===== src/rtl/smi_pkg.sv =====
// Package: shared bit positions and offsets for the SMI status word.
// Assumes byte offsets within an 8-bit power-management window.
package smi_pkg;
    localparam logic [7:0] STS_OFS  = 8'h34;
    localparam int unsigned WORD_W  = 32;
    localparam int unsigned N_STICKY = 3;
    // sticky slots: 0 = SMBus event, 1 = periodic, 2 = port snoop
    localparam int unsigned POS_SMB  = 16;
    localparam int unsigned POS_SIRQ = 15;
    localparam int unsigned POS_PER  = 14;
    localparam int unsigned POS_TCO  = 13;
    localparam int unsigned POS_TRAP = 12;
    localparam int unsigned POS_MC   = 11;
    localparam int unsigned POS_GPE1 = 10;
    localparam int unsigned POS_GPE0 = 9;
    localparam int unsigned STICKY_POS [N_STICKY] = '{POS_SMB, POS_PER, POS_MC};
endpackage


===== src/rtl/smi_sticky_bit.sv =====
// Module: one write-one-to-clear status bit where a set beats a clear
// in the same cycle. Assumes set_i and clr_i are synchronous to clk.
module smi_sticky_bit (
    input  logic clk,
    input  logic rst_n,
    input  logic set_i,
    input  logic clr_i,
    output logic q_o
);
    // latch the event; clear only when no event arrives this cycle
    always_ff @(posedge clk) begin
        if (!rst_n)     q_o <= 1'b0;
        else if (set_i) q_o <= 1'b1;
        else if (clr_i) q_o <= 1'b0;
    end

    AST_SET_WINS: assert property (@(posedge clk) disable iff (!rst_n) set_i |=> q_o);
    AST_W1C_CLEARS: assert property (@(posedge clk) disable iff (!rst_n) (clr_i && !set_i) |=> !q_o);
    AST_HOLD_IDLE: assert property (@(posedge clk) disable iff (!rst_n) (rst_n && !set_i && !clr_i) |=> $stable(q_o));
endmodule


===== src/rtl/smi_edge_sync.sv =====
// Module: brings a slow-domain level into clk through a flop chain and
// emits a one-cycle pulse on each rising level. Assumes the source level
// stays high for several clk cycles, as a 64 kHz source does.
module smi_edge_sync #(
    parameter int unsigned STAGES = 2
) (
    input  logic clk,
    input  logic rst_n,
    input  logic lvl_i,
    output logic rise_o
);
    localparam int unsigned LAST = STAGES - 1;
    logic [LAST:0] chain_q;
    logic          prev_q;

    genvar gi;
    generate
        for (gi = 0; gi < STAGES; gi++) begin : g_stage
            // each stage resamples the previous one
            always_ff @(posedge clk) begin
                if (!rst_n) chain_q[gi] <= 1'b0;
                else if (gi == 0) chain_q[gi] <= lvl_i;
                else chain_q[gi] <= chain_q[(gi == 0) ? 0 : gi - 1];
            end
        end
    endgenerate

    // remember the last synchronized level for edge detection
    always_ff @(posedge clk) begin
        if (!rst_n) prev_q <= 1'b0;
        else        prev_q <= chain_q[LAST];
    end

    assign rise_o = chain_q[LAST] & ~prev_q;

    AST_ONE_PULSE: assert property (@(posedge clk) disable iff (!rst_n) rise_o |=> !rise_o);
endmodule


===== src/rtl/smi_port_snoop.sv =====
// Module: flags an I/O cycle to either of two fixed ports.
// Assumes io_strb marks one valid address per cycle.
module smi_port_snoop #(
    parameter int unsigned   AW     = 16,
    parameter logic [AW-1:0] PORT_A = 16'h0062,
    parameter logic [AW-1:0] PORT_B = 16'h0066
) (
    input  logic          io_strb,
    input  logic [AW-1:0] io_addr,
    output logic          hit_o
);
    // compare the address with both watched ports
    always_comb hit_o = io_strb && ((io_addr == PORT_A) || (io_addr == PORT_B));
endmodule


===== src/rtl/smi_group_or.sv =====
// Module: ORs a status group through its enable, and optionally through a
// routing mask when USE_MASK is 1. Purely combinational.
module smi_group_or #(
    parameter int unsigned W        = 16,
    parameter bit          USE_MASK = 1'b0
) (
    input  logic [W-1:0] sts_i,
    input  logic [W-1:0] en_i,
    input  logic [W-1:0] mask_i,
    output logic         any_o
);
    generate
        if (USE_MASK) begin : g_masked
            // only routed members count
            always_comb any_o = |(sts_i & en_i & mask_i);
        end else begin : g_plain
            logic unused_mask;
            always_comb unused_mask = ^mask_i;
            // every enabled member counts
            always_comb any_o = |(sts_i & en_i);
        end
    endgenerate
endmodule


===== src/rtl/smi_stat_agg.sv =====
// Module: top of the SMI status word. It latches three sticky causes, derives
// five read-only cause bits, decodes register writes at offset 34h and drives
// the active-low interrupt. Assumes a single-cycle write strobe and that the
// group inputs are already in the clk domain.
module smi_stat_agg
    import smi_pkg::*;
#(
    parameter int unsigned G0W = 16,
    parameter int unsigned G1W = 16,
    parameter int unsigned TW  = 8,
    parameter int unsigned SYNC_STAGES = 2
) (
    input  logic           clk,
    input  logic           rst_n,
    input  logic [7:0]     reg_addr,
    input  logic           reg_wr,
    input  logic [31:0]    reg_wdata,
    output logic [31:0]    reg_rdata,
    input  logic           io_strb,
    input  logic [15:0]    io_addr,
    input  logic           per_tick,
    input  logic           smb_evt,
    input  logic           sirq_req,
    input  logic           tco_req,
    input  logic           en_smb,
    input  logic           en_per,
    input  logic           en_mc,
    input  logic [G0W-1:0] gpe0_sts,
    input  logic [G0W-1:0] gpe0_en,
    input  logic [G1W-1:0] gpe1_sts,
    input  logic [G1W-1:0] gpe1_en,
    input  logic [G1W-1:0] gpe1_route,
    input  logic [TW-1:0]  trap_sts,
    input  logic [TW-1:0]  trap_en,
    output logic           smi_n
);
    logic                wr_hit;
    logic                smb_rise, mc_hit;
    logic                gpe0_any, gpe1_any, trap_any;
    logic [N_STICKY-1:0] st_set, st_en, st_clr, st_q;
    logic [WORD_W-1:0]   sts_word;
    logic                sticky_cause, derived_cause;
    logic                unused_wdata;

    // write decode for the status word
    always_comb wr_hit = reg_wr && (reg_addr == STS_OFS);
    always_comb unused_wdata = ^{reg_wdata[31:17], reg_wdata[15], reg_wdata[13:12], reg_wdata[10:0]};

    smi_edge_sync #(.STAGES(SYNC_STAGES)) u_smb_sync (
        .clk(clk), .rst_n(rst_n), .lvl_i(smb_evt), .rise_o(smb_rise));

    smi_port_snoop #(.AW(16), .PORT_A(16'h0062), .PORT_B(16'h0066)) u_snoop (
        .io_strb(io_strb), .io_addr(io_addr), .hit_o(mc_hit));

    smi_group_or #(.W(G0W), .USE_MASK(1'b0)) u_gpe0 (
        .sts_i(gpe0_sts), .en_i(gpe0_en), .mask_i({G0W{1'b1}}), .any_o(gpe0_any));
    smi_group_or #(.W(G1W), .USE_MASK(1'b1)) u_gpe1 (
        .sts_i(gpe1_sts), .en_i(gpe1_en), .mask_i(gpe1_route), .any_o(gpe1_any));
    smi_group_or #(.W(TW), .USE_MASK(1'b0)) u_trap (
        .sts_i(trap_sts), .en_i(trap_en), .mask_i({TW{1'b1}}), .any_o(trap_any));

    // route each source and enable to its sticky slot
    always_comb begin
        st_set = {mc_hit, per_tick, smb_rise};
        st_en  = {en_mc, en_per, en_smb};
    end

    genvar si;
    generate
        for (si = 0; si < N_STICKY; si++) begin : g_sticky
            // a one in the bit's own position clears it
            always_comb st_clr[si] = wr_hit && reg_wdata[STICKY_POS[si]];
            smi_sticky_bit u_bit (
                .clk(clk), .rst_n(rst_n), .set_i(st_set[si]),
                .clr_i(st_clr[si]), .q_o(st_q[si]));
            AST_ENABLED_CAUSE_PULLS_LOW: assert property (@(posedge clk) disable iff (!rst_n) (st_q[si] && st_en[si]) |-> !smi_n);
        end
    endgenerate

    // assemble the status word; unlisted bits stay zero
    always_comb begin
        sts_word           = '0;
        sts_word[POS_SMB]  = st_q[0];
        sts_word[POS_PER]  = st_q[1];
        sts_word[POS_MC]   = st_q[2];
        sts_word[POS_SIRQ] = sirq_req;
        sts_word[POS_TCO]  = tco_req;
        sts_word[POS_TRAP] = trap_any;
        sts_word[POS_GPE1] = gpe1_any;
        sts_word[POS_GPE0] = gpe0_any;
    end

    // read mux: only the status offset returns data
    always_comb reg_rdata = (reg_addr == STS_OFS) ? sts_word : '0;

    // interrupt: enabled sticky causes or any derived cause
    always_comb begin
        sticky_cause  = |(st_q & st_en);
        derived_cause = gpe0_any | gpe1_any | trap_any | sirq_req | tco_req;
        smi_n         = ~(sticky_cause | derived_cause);
    end

    AST_RSVD_ZERO: assert property (@(posedge clk) disable iff (!rst_n) (reg_rdata[31:17] == '0) && (reg_rdata[8:0] == '0));
    AST_SNOOP_SETS_MC: assert property (@(posedge clk) disable iff (!rst_n) mc_hit |=> st_q[2]);
    AST_DERIVED_PULLS_LOW: assert property (@(posedge clk) disable iff (!rst_n) (gpe0_any || gpe1_any || trap_any) |-> !smi_n);
    AST_PASSTHRU_PULLS_LOW: assert property (@(posedge clk) disable iff (!rst_n) (sirq_req || tco_req) |-> !smi_n);
endmodule


===== config.mk =====
export PLATFORM = sky130hd
export DESIGN_NAME = smi_stat_agg
export DESIGN_NICKNAME = d
export VERILOG_FILES = /design/src/rtl/smi_pkg.sv /design/src/rtl/smi_sticky_bit.sv /design/src/rtl/smi_edge_sync.sv /design/src/rtl/smi_port_snoop.sv /design/src/rtl/smi_group_or.sv /design/src/rtl/smi_stat_agg.sv
export SDC_FILE = /design/constraint.sdc
export NUM_CORES = 1
export LEC_CHECK = 0
export ABC_AREA = 0
export BUFFER_PORTS_ARGS = -buffer_cell sky130_fd_sc_hd__buf_2
export CELL_PAD_IN_SITES_DETAIL_PLACEMENT = 1
export CELL_PAD_IN_SITES_GLOBAL_PLACEMENT = 1
export CORE_MARGIN = 2
export CORE_UTILIZATION = 14
export DETAILED_ROUTE_END_ITERATION = 10
export HOLD_SLACK_MARGIN = 0.02
export PLACE_DENSITY = 0.86
export SYNTH_ARGS = -nofsm -noshare
export SYNTH_HDL_FRONTEND = slang
export SYNTH_HIERARCHICAL = 1
export SYNTH_SLANG_ARGS = --single-unit

===== constraint.sdc =====
create_clock -name clk -period 3.9 [get_ports clk]
set_clock_uncertainty 0.2 [all_clocks]
set_input_delay 0.585 -clock clk [delete_from_list [all_inputs] [get_ports clk]]
set_output_delay 0.585 -clock clk [all_outputs]
set_load 0.03 [all_outputs]

==> metrics.yaml <==
p_comb_frac: 0.460
switchingPower_uw: 96.4
hold_viol_final: 0
design.core.area_sq_um: 6390
final_cell_mix: "buf_2, conb_1, nand3_1"
path_cells: "buf_2 > and3_1 > a31oi_1 > nand3_1 > or4_1 > a211oi_1 > and3_1 > buf_2"
routed_wl_microns: 4280
mostFrequentLayoutCell: "buf_2"
syn2layout_area_growth_pct: 79.4
worst_path_dominant_cell_family: "simple AND/OR/NAND/NOR gates"
status: "complete, no violations"
p_int_uw: 196
cts_resized: 0
clk_latency_ps: 220
routabilityCongestion: 0.693
grt_max_degree: 12
dp.cells: 327
track_usage: 0.106
cts_tree: "built"
criticalPathCategory: "in2out"
io_pins: 196
rows: 29
avgSynthCellArea_sq_um: 8.41
p_seq_frac: 0.226
die_area_sq_um: 7340
yosys_warnings: 6
placed_cell_area_sq_um: 1630
p_per_area_nw_per_um2: 175
fmax_ghz: 0.329
cts.sinks: 6
fill_cells: 827
cpPeakStageDelay_ps: 570
via_per_inst: 3.92
startpoint: "gpe1_route[13]"
stdcell_area_sq_um: 1670
htree_levels: 1
start_util: 0.146
path_buf_inv: 2
cp-end-kind: "output port"
synth_area_sq_um: 933
fin_crit_sh: 0.780
drt_first_pass_iters: 4
dieHeight_microns: 85.7
fin_nets: 418
rsz0062_at_grt: "false"
cp_max_fo: 2
first_iter_violations: 31
stdcell_count: 330
portBuffers: 141
cp.required_ps: 3120
clockRootBuffer: "clkbuf_8"
tns_ps: 0
dp_slack_ps: 819
drv_slew: 0
r2r-start: "g_sticky[0].u_bit/q_o$_SDFFE_PN0P_"
grt_pass1_wl_microns: 6240
p_clk_frac: 0.314
hold_path.class: "reg2reg"
ir_drop_mv: 0.168
cts_buffers: 3
postCtsSetupRepairBufs: 0
antenna_found_initial: 0
leakage_uw: 0.000944
postCtsHoldBufs: 0
grt_overflow: 0
critPathArrivalTime_ps: 2260
maxCapViolations: 0
sw_frac_of_total: 0.330
clk_path_buf_depth: 2
cp_slowest_cell: "or4_1"
path_clk_slew_ps: 40
cp-start-kind: "input port"
period_minus_slack_ps: 3040
wl_per_cell_microns: 13.0
drive_gt1_frac: 0.656
ant_nets: 0
grt_pass1_vias: 1330
antenna_cells: 0
setup_viol: 0
fp.dieW_microns: 85.7
setup_ws_ps: 858
syn_inst: 111
hold_start: "u_smb_sync/chain_q[0]$_SDFF_PN0_"
dp_hpwl_microns: 4010
num_vias: 1295
post-route-drc-count: 0
[cell type report]
type                    count  area (sq um)  area share
multi-input cells          94           673       0.402
flip-flops and latches      6           120      0.0717
well taps                  77          96.3      0.0575
inverters                   8          30.0      0.0179
repair buffers            142           713       0.426
clock buffers               3          41.3      0.0247
[power groups by stage]
stage          logic [uW]  clock network [uW]  registers (uW)
2_1_floorplan        79.6                   0            66.3
3_3_place_gp          131                   0            67.0
3_5_place_dp          135                   0            67.0
4_1_cts               135                95.2            66.1
5_1_grt               147                 101            66.3
6_report              134                91.9            66.0
[through the flow]
stage           util  total power, uW  hold slack [ps]
2_1_floorplan      -              146              206
3_3_place_gp   0.256              198              207
3_5_place_dp   0.256              202              221
4_1_cts        0.262              296              230
5_1_grt        0.262              314              257
6_report       0.262              292              227
[final timing paths]
| check | to | slack [ps] | cells past startpoint |
|---|---|---|---|
| min | u_smb_sync/chain_q[1]$_SDFF_PN0_ | 230 | 1 |
| max reg2reg | g_sticky[0].u_bit/q_o$_SDFFE_PN0P_ | 2980 | 2 |
| max | smi_n | 860 | 8 |
| min reg2reg | u_smb_sync/chain_q[1]$_SDFF_PN0_ | 230 | 1 |
[flip-flops by register name (all words and copies together), names as in the netlist]
register / cells
g_sticky.u_bit/q_o: 3
u_smb_sync/prev_q: 1
u_smb_sync/chain_q: 2
[routing by layer]
metal  GRT usage  part of all wire  up-vias
met3      0.0125             0.061        4
met1       0.124              0.37      588
met4      0.0245            0.0084        0
met5           0                 0        -
li1            -                 -      651
met2       0.205              0.56       52
Note: power is estimated with default switching activity, not from simulation.
